## config.mk

```make
export PLATFORM = sky130hd
export DESIGN_NAME = undoc_exec_unit
export DESIGN_NICKNAME = d
export VERILOG_FILES = /design/src/rtl/undoc_pkg.sv /design/src/rtl/ux_rotate.sv /design/src/rtl/ux_logic_ops.sv /design/src/rtl/ux_store.sv /design/src/rtl/undoc_exec_unit.sv
export SDC_FILE = /design/constraint.sdc
export NUM_CORES = 1
export LEC_CHECK = 0
export BUFFER_PORTS_ARGS = -buffer_cell sky130_fd_sc_hd__buf_2
export CAP_MARGIN = 20
export CORE_UTILIZATION = 30
export DETAILED_ROUTE_END_ITERATION = 6
export PLACE_DENSITY_LB_ADDON = 0.1
export SYNTH_ARGS = -nofsm -noshare
export SYNTH_HDL_FRONTEND = slang
export SYNTH_SLANG_ARGS = --single-unit
```

## constraint.sdc

```tcl
create_clock -name clk -period 2.2 [get_ports clk]
set_input_delay 0.22 -clock clk [delete_from_list [all_inputs] [get_ports clk]]
set_output_delay 0.22 -clock clk [all_outputs]
set_load 0.02 [all_outputs]
```

## src/rtl/undoc_pkg.sv

```systemverilog
package undoc_pkg;
  localparam int UX_W = 8;

  localparam logic [7:0] OP_ARR  = 8'h6B;
  localparam logic [7:0] OP_SBX  = 8'hCB;
  localparam logic [7:0] OP_LXA  = 8'hAB;
  localparam logic [7:0] OP_ANE  = 8'h8B;
  localparam logic [7:0] OP_SHAY = 8'h9F;
  localparam logic [7:0] OP_SHAI = 8'h93;
  localparam logic [7:0] OP_SHS  = 8'h9B;

  // flag mask bit positions
  localparam int FB_N = 3;
  localparam int FB_V = 2;
  localparam int FB_Z = 1;
  localparam int FB_C = 0;

  typedef struct packed {
    logic [UX_W-1:0] a;
    logic            a_we;
    logic [UX_W-1:0] x;
    logic            x_we;
    logic [UX_W-1:0] s;
    logic            s_we;
    logic [UX_W-1:0] mem;
    logic            mem_we;
    logic [UX_W-1:0] ahi;
    logic            ahi_we;
    logic            n;
    logic            v;
    logic            z;
    logic            c;
    logic [3:0]      fwe;
  } ux_result_t;

  function automatic logic is_known(input logic [7:0] op);
    return (op == OP_ARR) || (op == OP_SBX) || (op == OP_LXA) || (op == OP_ANE) ||
           (op == OP_SHAY) || (op == OP_SHAI) || (op == OP_SHS);
  endfunction
endpackage

```

## src/rtl/ux_rotate.sv

```systemverilog
module ux_rotate
  import undoc_pkg::*;
(
  input  logic [UX_W-1:0] a,
  input  logic [UX_W-1:0] oper,
  input  logic            c_in,
  output ux_result_t      res
);
  logic [UX_W-1:0] masked;
  logic [UX_W-1:0] rot;

  always_comb begin
    masked = a & oper;
    rot    = {c_in, masked[UX_W-1:1]};
    res        = '0;
    res.a      = rot;
    res.a_we   = 1'b1;
    res.n      = rot[UX_W-1];
    res.z      = (rot == '0);
    res.c      = rot[UX_W-2];
    res.v      = rot[UX_W-2] ^ rot[UX_W-3];
    res.fwe    = 4'b1111;
  end
endmodule

```

## src/rtl/ux_logic_ops.sv

```systemverilog
module ux_logic_ops
  import undoc_pkg::*;
#(
  parameter logic [UX_W-1:0] MAGIC_K = 8'hEE
) (
  input  logic [7:0]      opcode,
  input  logic [UX_W-1:0] a,
  input  logic [UX_W-1:0] x,
  input  logic [UX_W-1:0] oper,
  output ux_result_t      res
);
  logic [UX_W-1:0] ax;
  logic [UX_W:0]   diff;
  logic [UX_W-1:0] base;
  logic [UX_W-1:0] val;

  always_comb begin
    ax   = a & x;
    diff = {1'b0, ax} - {1'b0, oper};
    base = a | MAGIC_K;
    res  = '0;
    val  = '0;
    unique case (opcode)
      OP_SBX: begin
        val      = diff[UX_W-1:0];
        res.x    = val;
        res.x_we = 1'b1;
        res.c    = ~diff[UX_W];
        res.fwe  = 4'b1011;
      end
      OP_LXA: begin
        val      = base & oper;
        res.a    = val;
        res.a_we = 1'b1;
        res.x    = val;
        res.x_we = 1'b1;
        res.fwe  = 4'b1010;
      end
      OP_ANE: begin
        val      = base & x & oper;
        res.a    = val;
        res.a_we = 1'b1;
        res.fwe  = 4'b1010;
      end
      default: ;
    endcase
    res.n = val[UX_W-1];
    res.z = (val == '0);
  end
endmodule

```

## src/rtl/ux_store.sv

```systemverilog
module ux_store
  import undoc_pkg::*;
(
  input  logic [7:0]      opcode,
  input  logic [UX_W-1:0] a,
  input  logic [UX_W-1:0] x,
  input  logic [UX_W-1:0] addr_hi,
  input  logic            page_cross,
  output ux_result_t      res
);
  logic [UX_W-1:0] hi_inc;
  logic [UX_W-1:0] ax;
  logic [UX_W-1:0] data;

  always_comb begin
    hi_inc = addr_hi + 1'b1;   // wraps modulo 2^UX_W
    ax     = a & x;
    data   = ax & hi_inc;
    res    = '0;
    res.mem    = data;
    res.mem_we = 1'b1;
    if (opcode == OP_SHS) begin
      res.s    = ax;
      res.s_we = 1'b1;
    end
    if (page_cross) begin
      res.ahi    = data;
      res.ahi_we = 1'b1;
    end
  end
endmodule

```

## src/rtl/undoc_exec_unit.sv

```systemverilog
module undoc_exec_unit
  import undoc_pkg::*;
#(
  parameter logic [7:0] MAGIC_K = 8'hEE
) (
  input  logic       clk,
  input  logic       rst,
  input  logic       in_valid,
  input  logic [7:0] in_opcode,
  input  logic [7:0] in_a,
  input  logic [7:0] in_x,
  input  logic       in_c,
  input  logic [7:0] in_oper,
  input  logic [7:0] in_addr_hi,
  input  logic       in_page_cross,
  output logic [7:0] out_a,
  output logic       out_a_we,
  output logic [7:0] out_x,
  output logic       out_x_we,
  output logic [7:0] out_s,
  output logic       out_s_we,
  output logic [7:0] out_mem_data,
  output logic       out_mem_we,
  output logic [7:0] out_addr_hi,
  output logic       out_addr_hi_we,
  output logic       out_n,
  output logic       out_v,
  output logic       out_z,
  output logic       out_c,
  output logic [3:0] out_flag_we
);
  ux_result_t rot_res, log_res, st_res, nxt, q;

  ux_rotate u_rot (
    .a(in_a), .oper(in_oper), .c_in(in_c), .res(rot_res)
  );

  ux_logic_ops #(.MAGIC_K(MAGIC_K)) u_log (
    .opcode(in_opcode), .a(in_a), .x(in_x), .oper(in_oper), .res(log_res)
  );

  ux_store u_st (
    .opcode(in_opcode), .a(in_a), .x(in_x), .addr_hi(in_addr_hi),
    .page_cross(in_page_cross), .res(st_res)
  );

  always_comb begin
    unique case (in_opcode)
      OP_ARR:                  nxt = rot_res;
      OP_SBX, OP_LXA, OP_ANE:  nxt = log_res;
      OP_SHAY, OP_SHAI, OP_SHS: nxt = st_res;
      default:                 nxt = '0;
    endcase
  end

  always_ff @(posedge clk) begin
    if (rst)           q <= '0;
    else if (in_valid) q <= nxt;
  end

  assign out_a          = q.a;
  assign out_a_we       = q.a_we;
  assign out_x          = q.x;
  assign out_x_we       = q.x_we;
  assign out_s          = q.s;
  assign out_s_we       = q.s_we;
  assign out_mem_data   = q.mem;
  assign out_mem_we     = q.mem_we;
  assign out_addr_hi    = q.ahi;
  assign out_addr_hi_we = q.ahi_we;
  assign out_n          = q.n;
  assign out_v          = q.v;
  assign out_z          = q.z;
  assign out_c          = q.c;
  assign out_flag_we    = q.fwe;

  assert_arr_carry_in_R2: assert property (@(posedge clk) disable iff (rst)
    (in_valid && in_opcode == OP_ARR) |=> (out_a[7] == $past(in_c) && out_flag_we == 4'b1111));

  assert_sbx_compare_R3: assert property (@(posedge clk) disable iff (rst)
    (in_valid && in_opcode == OP_SBX) |=>
      (out_x_we && !out_a_we && out_flag_we == 4'b1011 &&
       out_c == ($past(in_a & in_x) >= $past(in_oper))));

  assert_store_quiet_R6: assert property (@(posedge clk) disable iff (rst)
    out_mem_we |-> (!out_a_we && !out_x_we && out_flag_we == 4'b0000));

  assert_override_match_R9: assert property (@(posedge clk) disable iff (rst)
    out_addr_hi_we |-> (out_mem_we && out_addr_hi == out_mem_data));

  assert_unknown_idle_R10: assert property (@(posedge clk) disable iff (rst)
    (in_valid && !is_known(in_opcode)) |=>
      (!out_a_we && !out_x_we && !out_s_we && !out_mem_we && !out_addr_hi_we && out_flag_we == 4'b0000));

  assert_hold_R11: assert property (@(posedge clk) disable iff (rst)
    !in_valid |=> ($stable(out_a) && $stable(out_x) && $stable(out_s) && $stable(out_mem_data) &&
                   $stable(out_flag_we) && $stable(out_mem_we)));
endmodule

```

==> tab_implementation.tex, run 1 <==
\begin{tabular}{lr}
\hline
Metric & Value \\
\hline
\multicolumn{2}{l}{\textbf{CTS}} \\
Buffer cell driving the clock tree root & clkbuf\_8 \\
Post-CTS setup buffer count & 0 \\
Post-cts resize count & 0 \\
H-tree levels & 2 \\
Number of buffers inserted for hold repair after clock tree synthesis & 0 \\
Buffers from clock root to sink, at most & 2 \\
Clock tree from TritonCTS & built \\
Later-pin clock latency in the skew report & 310 ps \\
Number of buffers inserted during clock tree synthesis & 5 \\
Total number of clock tree sinks & 52 \\
Clock edge transition at the registers on the reported setup and hold paths & about 100 ps \\
\multicolumn{2}{l}{\textbf{Timing}} \\
Slew at the pin with the worst max-slew slack & 542.0 ps \\
Fin. Hold Viols & 0 \\
Worst clock skew & 0 ps \\
Post-layout minimum cycle time & a little under 2000 ps \\
Max Transition Viols Final & 0 \\
Highest achievable clock rate & 519.9 MHz \\
Crit share post-route & 87.43\% \\
Worst hold slack across all endpoints & around 150 ps \\
Relative slew slack & a little under two thirds \\
Final-report setup violation count & 0 \\
Setup repair after global routing missed its margin & false \\
Fin Setup TNS & 0 ps \\
\multicolumn{2}{l}{\textbf{Placement}} \\
Final HPWL DP & about 7.7 mm \\
Routability Congestion & $\sim$0.87 \\
Number of buffer cells added on primary ports & 97 \\
\multicolumn{2}{l}{\textbf{GRT}} \\
Total routing usage reported by global routing & roughly a fifth \\
Number of antenna violations at the first check in global routing & 0 \\
GR Overflow Total & 0 \\
Via count of the first global-routing pass & just under 3k \\
Largest net degree at the start of global routing & 32 \\
Global-route wire length before repair & 15.70 mm \\
\multicolumn{2}{l}{\textbf{Synth}} \\
Synthesized netlist cell count & approximately 360 \\
Synthesized net count & 413 \\
Top-count cell post-synth & nor2\_1 \\
Number of enable flip-flop cells after synthesis & 0 \\
Most used standard cells in the synthesized netlist & nor2\_1, dfxtp\_1, nand2\_1 \\
Number of unique standard cell types used by synthesis & 56 \\
Largest cells by area after synthesis & dfxtp\_1, nor2\_1, a22oi\_1 \\
Area share of the largest cell type after synthesis & between 30 and 40\% \\
Part of the Yosys area used for sequential elements & about 36\% \\
Library cell with the largest summed area after synthesis & dfxtp\_1 \\
Primary flip-flop cell chosen by synthesis mapping & dfxtp\_1 \\
Netlist area before placement & between 0.002 and 0.003 sq mm \\
Yosys warning count & 0 \\
Mean instance size in the synthesized netlist & about 8 sq um \\
Fraction of synthesis flops using an asynchronous set or reset pin & 0\% \\
FF+latch count, synth & between 50 and 60 \\
\multicolumn{2}{l}{\textbf{Worst hold path}} \\
Min-Delay Path Depth & 3 \\
Hold path endpoint & out\_addr\_hi[0]\$\_SDFFE\_PP0P\_ \\
Hold wc startpoint & in\_page\_cross \\
Type of the most critical hold path & primary input to flop \\
\multicolumn{2}{l}{\textbf{Route}} \\
Number of violations reported at the end of detailed-routing iteration 0 & $\sim$180 \\
Antenna-violating nets left & 0 \\
Average wire per standard cell & between 15 and 20 microns \\
Total wirelength of the detailed-routed design & 9.852 mm \\
Per-cell via count in the routed design & roughly 5.0 \\
Detailed-route DRC error count & 0 \\
Detailed-route via count & about 3.0k \\
Pre-Repair DR Iteration Count & 4 \\
\multicolumn{2}{l}{\textbf{Cells and area}} \\
\# diodes & 0 \\
FILL cells & $\sim$1.0k \\
Proportion of layout cells with a drive suffix above 1 & 29.63\% \\
Number of nets at the end of the flow & a little over 500 \\
Layout overhead on the synthesized area & 25.92\% \\
\multicolumn{2}{l}{\textbf{Job}} \\
Max-cap violations & 0 \\
\multicolumn{2}{l}{\textbf{Setup path}} \\
Critical path data required time & approximately 2500 ps \\
CP arrival & about 2200 ps \\
Setup crit end kind & flop \\
Setup crit start kind & primary input \\
Worst-case reg-to-reg path depth & 3 \\
Worst-path maximum fanout & 3 \\
Critical R2R Launch & out\_z\$\_SDFFE\_PP0P\_ \\
Cell with the largest stage delay on the worst path & fa\_1 \\
Flop-to-flop setup slack & roughly 1200 ps \\
Worst R2R End & out\_z\$\_SDFFE\_PP0P\_ \\
Critical path start-end classification & primary input to flop \\
Largest incremental delay on the critical path & approximately 380 ps \\
Cells along the critical path & buf\_2, nand2\_1, ha\_1, inv\_1, fa\_1, buf\_4, xor2\_1, o41ai\_1, o211ai\_1, nor4\_1, a31o\_1 \\
\multicolumn{2}{l}{\textbf{Floorplan}} \\
Die area & between 0.01 and 0.015 sq mm \\
Die width & $\sim$100 microns \\
Height of the die & 100.3 microns \\
Initial Util & 31.25\% \\
Row Count & 35 \\
\# IOs & between 90 and 100 \\
Total core area & just over 0.009 sq mm \\
\multicolumn{2}{l}{\textbf{Pwr}} \\
Leakage power total & 1.648 nW \\
Areal power density over the cells & between 500 and 600 mW/mm\^{}2 \\
Maximum resistive drop on vdd & $\sim$250 uV \\
Power, Total & approximately 1.9 mW \\
\multicolumn{2}{l}{\textbf{Outcome}} \\
Status & completed \\
\hline
\end{tabular}
==> critical path, delay by kind of cell <==
family	cells	cell delay [ps]
xor gates and xnor gates	1	160
adders and majority gates	2	530
AOI/OAI and AO/OA	3	640
buffers and inverters	3	310
and+or+nand+nor	2	310
==> sequential cells by signal, summed over array words and instances, names as in the netlist, 3 cells and up <==
name          flops
out_a             8
out_x             8
out_addr_hi       8
out_mem_data      8
out_s             8
out_flag_we       3
==> placed cells by master (no fill, tap or decap), types with 3 or more instances in the layout <==
cell type / instances
ha_1: 12
xnor2_1: 9
nand2b_1: 4
clkbuf_8: 5
a211oi_1: 4
o21bai_1: 3
a221oi_1: 3
buf_2: 97
a22oi_1: 22
buf_4: 19
and2_1: 10
o211ai_1: 4
and3_1: 6
dfxtp_1: 52
nand2_1: 30
nand3_1: 12
nor3_1: 13
o21ai_0: 11
xor2_1: 4
a21oi_1: 24
nor2_1: 53
inv_1: 14
o22ai_1: 6
==> how the worst max path moves through the flow <==
stage          depth (start not counted)     from  slack, ps            endpoint
2_1_floorplan                         11  in_a[0]        200  out_z$_SDFFE_PP0P_
3_3_place_gp                          12  in_a[0]         30  out_z$_SDFFE_PP0P_
3_5_place_dp                          11  in_a[0]        0.4  out_z$_SDFFE_PP0P_
4_1_cts                               11  in_a[0]        320  out_z$_SDFFE_PP0P_
5_1_grt                               11  in_a[0]        140  out_z$_SDFFE_PP0P_
6_report                              11  in_a[0]        280  out_z$_SDFFE_PP0P_
==> cell families (layout without fill, tap and decap cells) <==
family / Yosys count / count (layout) / share of synthesized area, %
AND/OR/NAND/NOR: 143 / 143 / 24.62
flip-flops: 52 / 52 / 35.88
multiplexers: 1 / 1 / 0.3450
buffers and inverters: 35 / 139 / 6.339
AO/OA/AOI/OAI: 97 / 97 / 22.68
adder cells (fa/ha/maj): 14 / 14 / 6.209
XOR/XNOR: 13 / 13 / 3.924
==> where the power goes <==
part / total (mW) / internal, mW / switching, mW
Combinational: 0.337 / 0.128 / 0.209
Clock: 0.578 / 0.227 / 0.351
Sequential: 0.955 / 0.950 / 0.00450
==> layer usage <==
| layer | share of wire, % | wire length [microns] | global-route usage, % |
|---|---|---|---|
| met1 | 48 | 4754 | 28.66 |
| met2 | 45 | 4401 | 32.03 |
| met3 | 5.4 | 533 | 3.482 |
| met4 | 1.6 | 162 | 5.017 |
| met5 | 0 | 0 | 0 |
==> metrics by stage <==
| stage | worst slack [ps] | cells | util, % | area (sq um) |
|---|---|---|---|---|
| floorplan | 204.3 | 355 | - | 2902 |
| global placement | 33.56 | 580 | 38.38 | 3563 |
| detailed placement | 0.3528 | 580 | 38.38 | 3563 |
| CTS | 321.1 | 588 | 39.35 | 3654 |
| global route | 136.8 | 588 | 39.35 | 3654 |
| finish | 276.6 | 588 | 39.35 | 3654 |
==> layout make-up <==
class / instances / area, sq um / share of cell area, %
multi-input cells: 268 / 1677 / 45.89
flip-flops and latches: 52 / 1041 / 28.49
repair buffers: 116 / 628.1 / 17.19
well taps: 129 / 161.4 / 4.418
clock buffers: 5 / 68.82 / 1.884
inverters: 15 / 56.30 / 1.541
clock inverters: 3 / 21.27 / 0.5822
No activity file was read; power rests on OpenSTA's default activity.
==> run 2: changes to the inputs <==
--- a/config.mk
+++ b/config.mk
@@ -7,9 +7,12 @@
 export LEC_CHECK = 0
 export BUFFER_PORTS_ARGS = -buffer_cell sky130_fd_sc_hd__buf_2
 export CAP_MARGIN = 20
-export CORE_UTILIZATION = 30
+export CELL_PAD_IN_SITES_DETAIL_PLACEMENT = 0
+export CELL_PAD_IN_SITES_GLOBAL_PLACEMENT = 2
+export CORE_UTILIZATION = 28
 export DETAILED_ROUTE_END_ITERATION = 6
-export PLACE_DENSITY_LB_ADDON = 0.1
+export PLACE_DENSITY = 0.77
 export SYNTH_ARGS = -nofsm -noshare
 export SYNTH_HDL_FRONTEND = slang
 export SYNTH_SLANG_ARGS = --single-unit
+export TNS_END_PERCENT = 100
==> run 2 against run 1 <==
  * Critical path depth is 1 lower
  * Fmax is 1.4% lower
  * Global-route usage is 2.4 points lower
  * Clock-buffer cell count is 1 higher
  * Clock power is 17% higher
  * Die area is 7.0% higher
  * Sequential share of layout area is 0.26 points lower
  * Hold slack better by 19 ps
  * Via count is 0.81% lower
  * Cell area is 0.92% higher
  * Power is 5.3% higher
  * Setup slack worse by 27 ps
  * Critical endpoint unchanged
==> tab_implementation.tex, run 2 (same netlist as run 1, synthesis figures left out) <==
\begin{tabular}{lr}
\hline
Metric & Value \\
\hline
\multicolumn{2}{l}{\textbf{Pwr}} \\
Areal power density over the cells & 533.7 mW/mm\^{}2 (+4.3\%) \\
Maximum resistive drop on vdd & 198.7 uV (-21\%) \\
Power, Total & 1.968 mW (+5.3\%) \\
Leakage power total & 1.664 nW (+0.96\%) \\
\multicolumn{2}{l}{\textbf{Placement}} \\
Number of buffer cells added on primary ports & 97 (unchanged) \\
Instance area at placement & 0.003576 sq mm (+0.35\%) \\
Number of instances in the placed design & 585 (+0.86\%) \\
Routability Congestion & 0.8377 (-3.5\%) \\
Final HPWL DP & 7.763 mm (+1.1\%) \\
Worst slack, placed & -65.07 ps (-65.43 ps) \\
\multicolumn{2}{l}{\textbf{Floorplan}} \\
Die width & 103.8 microns (+3.4\%) \\
Die area & 0.01077 sq mm (+7.0\%) \\
Height of the die & 103.8 microns (+3.4\%) \\
Initial Util & 29.28\% (-2.0 points) \\
\# IOs & 98 (unchanged) \\
Total core area & 0.009910 sq mm (+6.7\%) \\
Row Count & 36 (+2.9\%) \\
\multicolumn{2}{l}{\textbf{Timing}} \\
Post-layout minimum cycle time & 1950 ps (+27.02 ps) \\
Slew at the pin with the worst max-slew slack & 554.8 ps (+12.76 ps) \\
Relative slew slack & 63.01\% (-0.57 points) \\
Final-report setup violation count & 0 (unchanged) \\
Fin. Hold Viols & 0 (unchanged) \\
Fin Setup TNS & 0 ps (unchanged) \\
Max Transition Viols Final & 0 (unchanged) \\
Crit path setup slack, layout & 249.6 ps (-27.02 ps) \\
Setup repair after global routing missed its margin & false \\
Highest achievable clock rate & 512.7 MHz (-1.4\%) \\
Worst clock skew & 0 ps (unchanged) \\
Crit share post-route & 88.66\% (+1.2 points) \\
Worst hold slack across all endpoints & 166.7 ps (+18.86 ps) \\
\multicolumn{2}{l}{\textbf{CTS}} \\
H-tree levels & 2 (unchanged) \\
Buffer cell driving the clock tree root & clkbuf\_8 \\
Later-pin clock latency in the skew report & 310 ps (about the same) \\
Post-CTS setup buffer count & 0 (unchanged) \\
Clock edge transition at the registers on the reported setup and hold paths & 90 ps (about the same) \\
Number of buffers inserted during clock tree synthesis & 5 (unchanged) \\
Post-cts resize count & 0 (unchanged) \\
Buffers from clock root to sink, at most & 2 (unchanged) \\
Clock tree from TritonCTS & built \\
Number of buffers inserted for hold repair after clock tree synthesis & 0 (unchanged) \\
Total number of clock tree sinks & 52 (unchanged) \\
\multicolumn{2}{l}{\textbf{Cells and area}} \\
Number of nets at the end of the flow & 517 (+0.19\%) \\
Non-Filler Cell Area, Final & 0.003687 sq mm (+0.92\%) \\
Non-filler instance count after layout & 593 (+0.85\%) \\
Footprint of the multi-input gates & 0.001677 sq mm (unchanged) \\
Combined flip-flop and latch cell area & 0.001041 sq mm (unchanged) \\
\# diodes & 0 (unchanged) \\
Final core occ & 37.21\% (-2.1 points) \\
Layout overhead on the synthesized area & 27.08\% \\
Proportion of layout cells with a drive suffix above 1 & 29.57\% (-0.064 points) \\
Most frequent standard cell in the layout excluding fill and tap cells & buf\_2 \\
FILL cells & 1100 (+5.7\%) \\
Commonest cells after routing, fill and taps aside & buf\_2, nor2\_1, dfxtp\_1, nand2\_1, a21oi\_1 \\
\multicolumn{2}{l}{\textbf{Route}} \\
Per-cell via count in the routed design & 4.958 (-1.6\%) \\
Detailed-route via count & 2940 (-0.81\%) \\
Detailed-route DRC error count & 0 (unchanged) \\
Met3 wire length & 467 microns (-12\%) \\
Topmost layer with routed signal wires & met4 \\
Average wire per standard cell & 16.39 microns (-2.2\%) \\
Total met2 wirelength after detailed routing & 4.554 mm (+3.5\%) \\
Antenna-violating nets left & 0 (unchanged) \\
Number of violations reported at the end of detailed-routing iteration 0 & 148 (-16\%) \\
Total routed wire length on the met1 layer & 4.571 mm (-3.8\%) \\
Total wirelength of the detailed-routed design & 9.722 mm (-1.3\%) \\
Pre-Repair DR Iteration Count & 6 (+2) \\
\multicolumn{2}{l}{\textbf{GRT}} \\
Largest net degree at the start of global routing & 30 (-6.3\%) \\
Number of antenna violations at the first check in global routing & 0 (unchanged) \\
Total routing usage reported by global routing & 17.89\% (-2.4 points) \\
GR Overflow Total & 0 (unchanged) \\
Global-route wire length before repair & 15.35 mm (-2.2\%) \\
Via count of the first global-routing pass & 2855 (-3.1\%) \\
\multicolumn{2}{l}{\textbf{Setup path}} \\
Flop-to-flop setup slack & 1270 ps (+40 ps) \\
Worst-case reg-to-reg path depth & 4 (+1) \\
Setup crit end kind & flop \\
Worst R2R End & out\_c\$\_SDFFE\_PP0P\_ \\
CP arrival & 2160 ps (-20 ps) \\
Critical path data required time & 2410 ps (-50 ps) \\
Start point of the critical path & in\_a[1] \\
Setup crit start kind & primary input \\
Critical path start-end classification & primary input to flop \\
Worst-path maximum fanout & 4 (+1) \\
Critical R2R Launch & out\_c\$\_SDFFE\_PP0P\_ \\
\multicolumn{2}{l}{\textbf{Worst hold path}} \\
Hold wc startpoint & in\_page\_cross \\
Min-Delay Path Depth & 3 (unchanged) \\
Type of the most critical hold path & primary input to flop \\
Hold path endpoint & out\_addr\_hi[0]\$\_SDFFE\_PP0P\_ \\
\multicolumn{2}{l}{\textbf{Job}} \\
Max-cap violations & 0 (unchanged) \\
\multicolumn{2}{l}{\textbf{Outcome}} \\
Status & completed \\
\hline
\end{tabular}
## run 2: layer usage
metal | vias up | track usage, %
li1 | 1467 | -
met1 | 1374 | 24.17
met2 | 91 | 29.82
met3 | 8 | 2.517
met4 | 0 | 4.592
met5 | - | 0
## run 2: worst max-delay path by stage
stage,end,slack (ps),depth (start not counted)
after floorplan,out_z$_SDFFE_PP0P_,200,11
after global placement,out_z$_SDFFE_PP0P_,-3,12
after detailed placement,out_z$_SDFFE_PP0P_,-70,10
after CTS,out_z$_SDFFE_PP0P_,260,10
after global routing,out_z$_SDFFE_PP0P_,140,10
final,out_z$_SDFFE_PP0P_,250,10
## run 2: cell type report
class / instances / area share, %
Clock buffer: 6 / 1.968
Multi-Input combinational cell: 268 / 45.47
Timing Repair Buffer: 117 / 17.24
Sequential cell: 52 / 28.23
Inverter: 15 / 1.527
Tap cell: 133 / 4.513
Clock inverter: 2 / 1.052
## run 2: critical path: stages
cell and delay [ps]:
buf_2 100, and2_1 200, ha_1 290, nand2b_1 60, a221oi_1 370, o21a_1 180, nor3_1 50, o31ai_1 360
nor2_1 90, a31o_1 220
## run 2: where the power goes
part	internal [mW]	switching, mW	total [mW]
Clock	0.344	0.331	0.676
Combinational	0.130	0.207	0.338
Sequential	0.950	0.00435	0.954
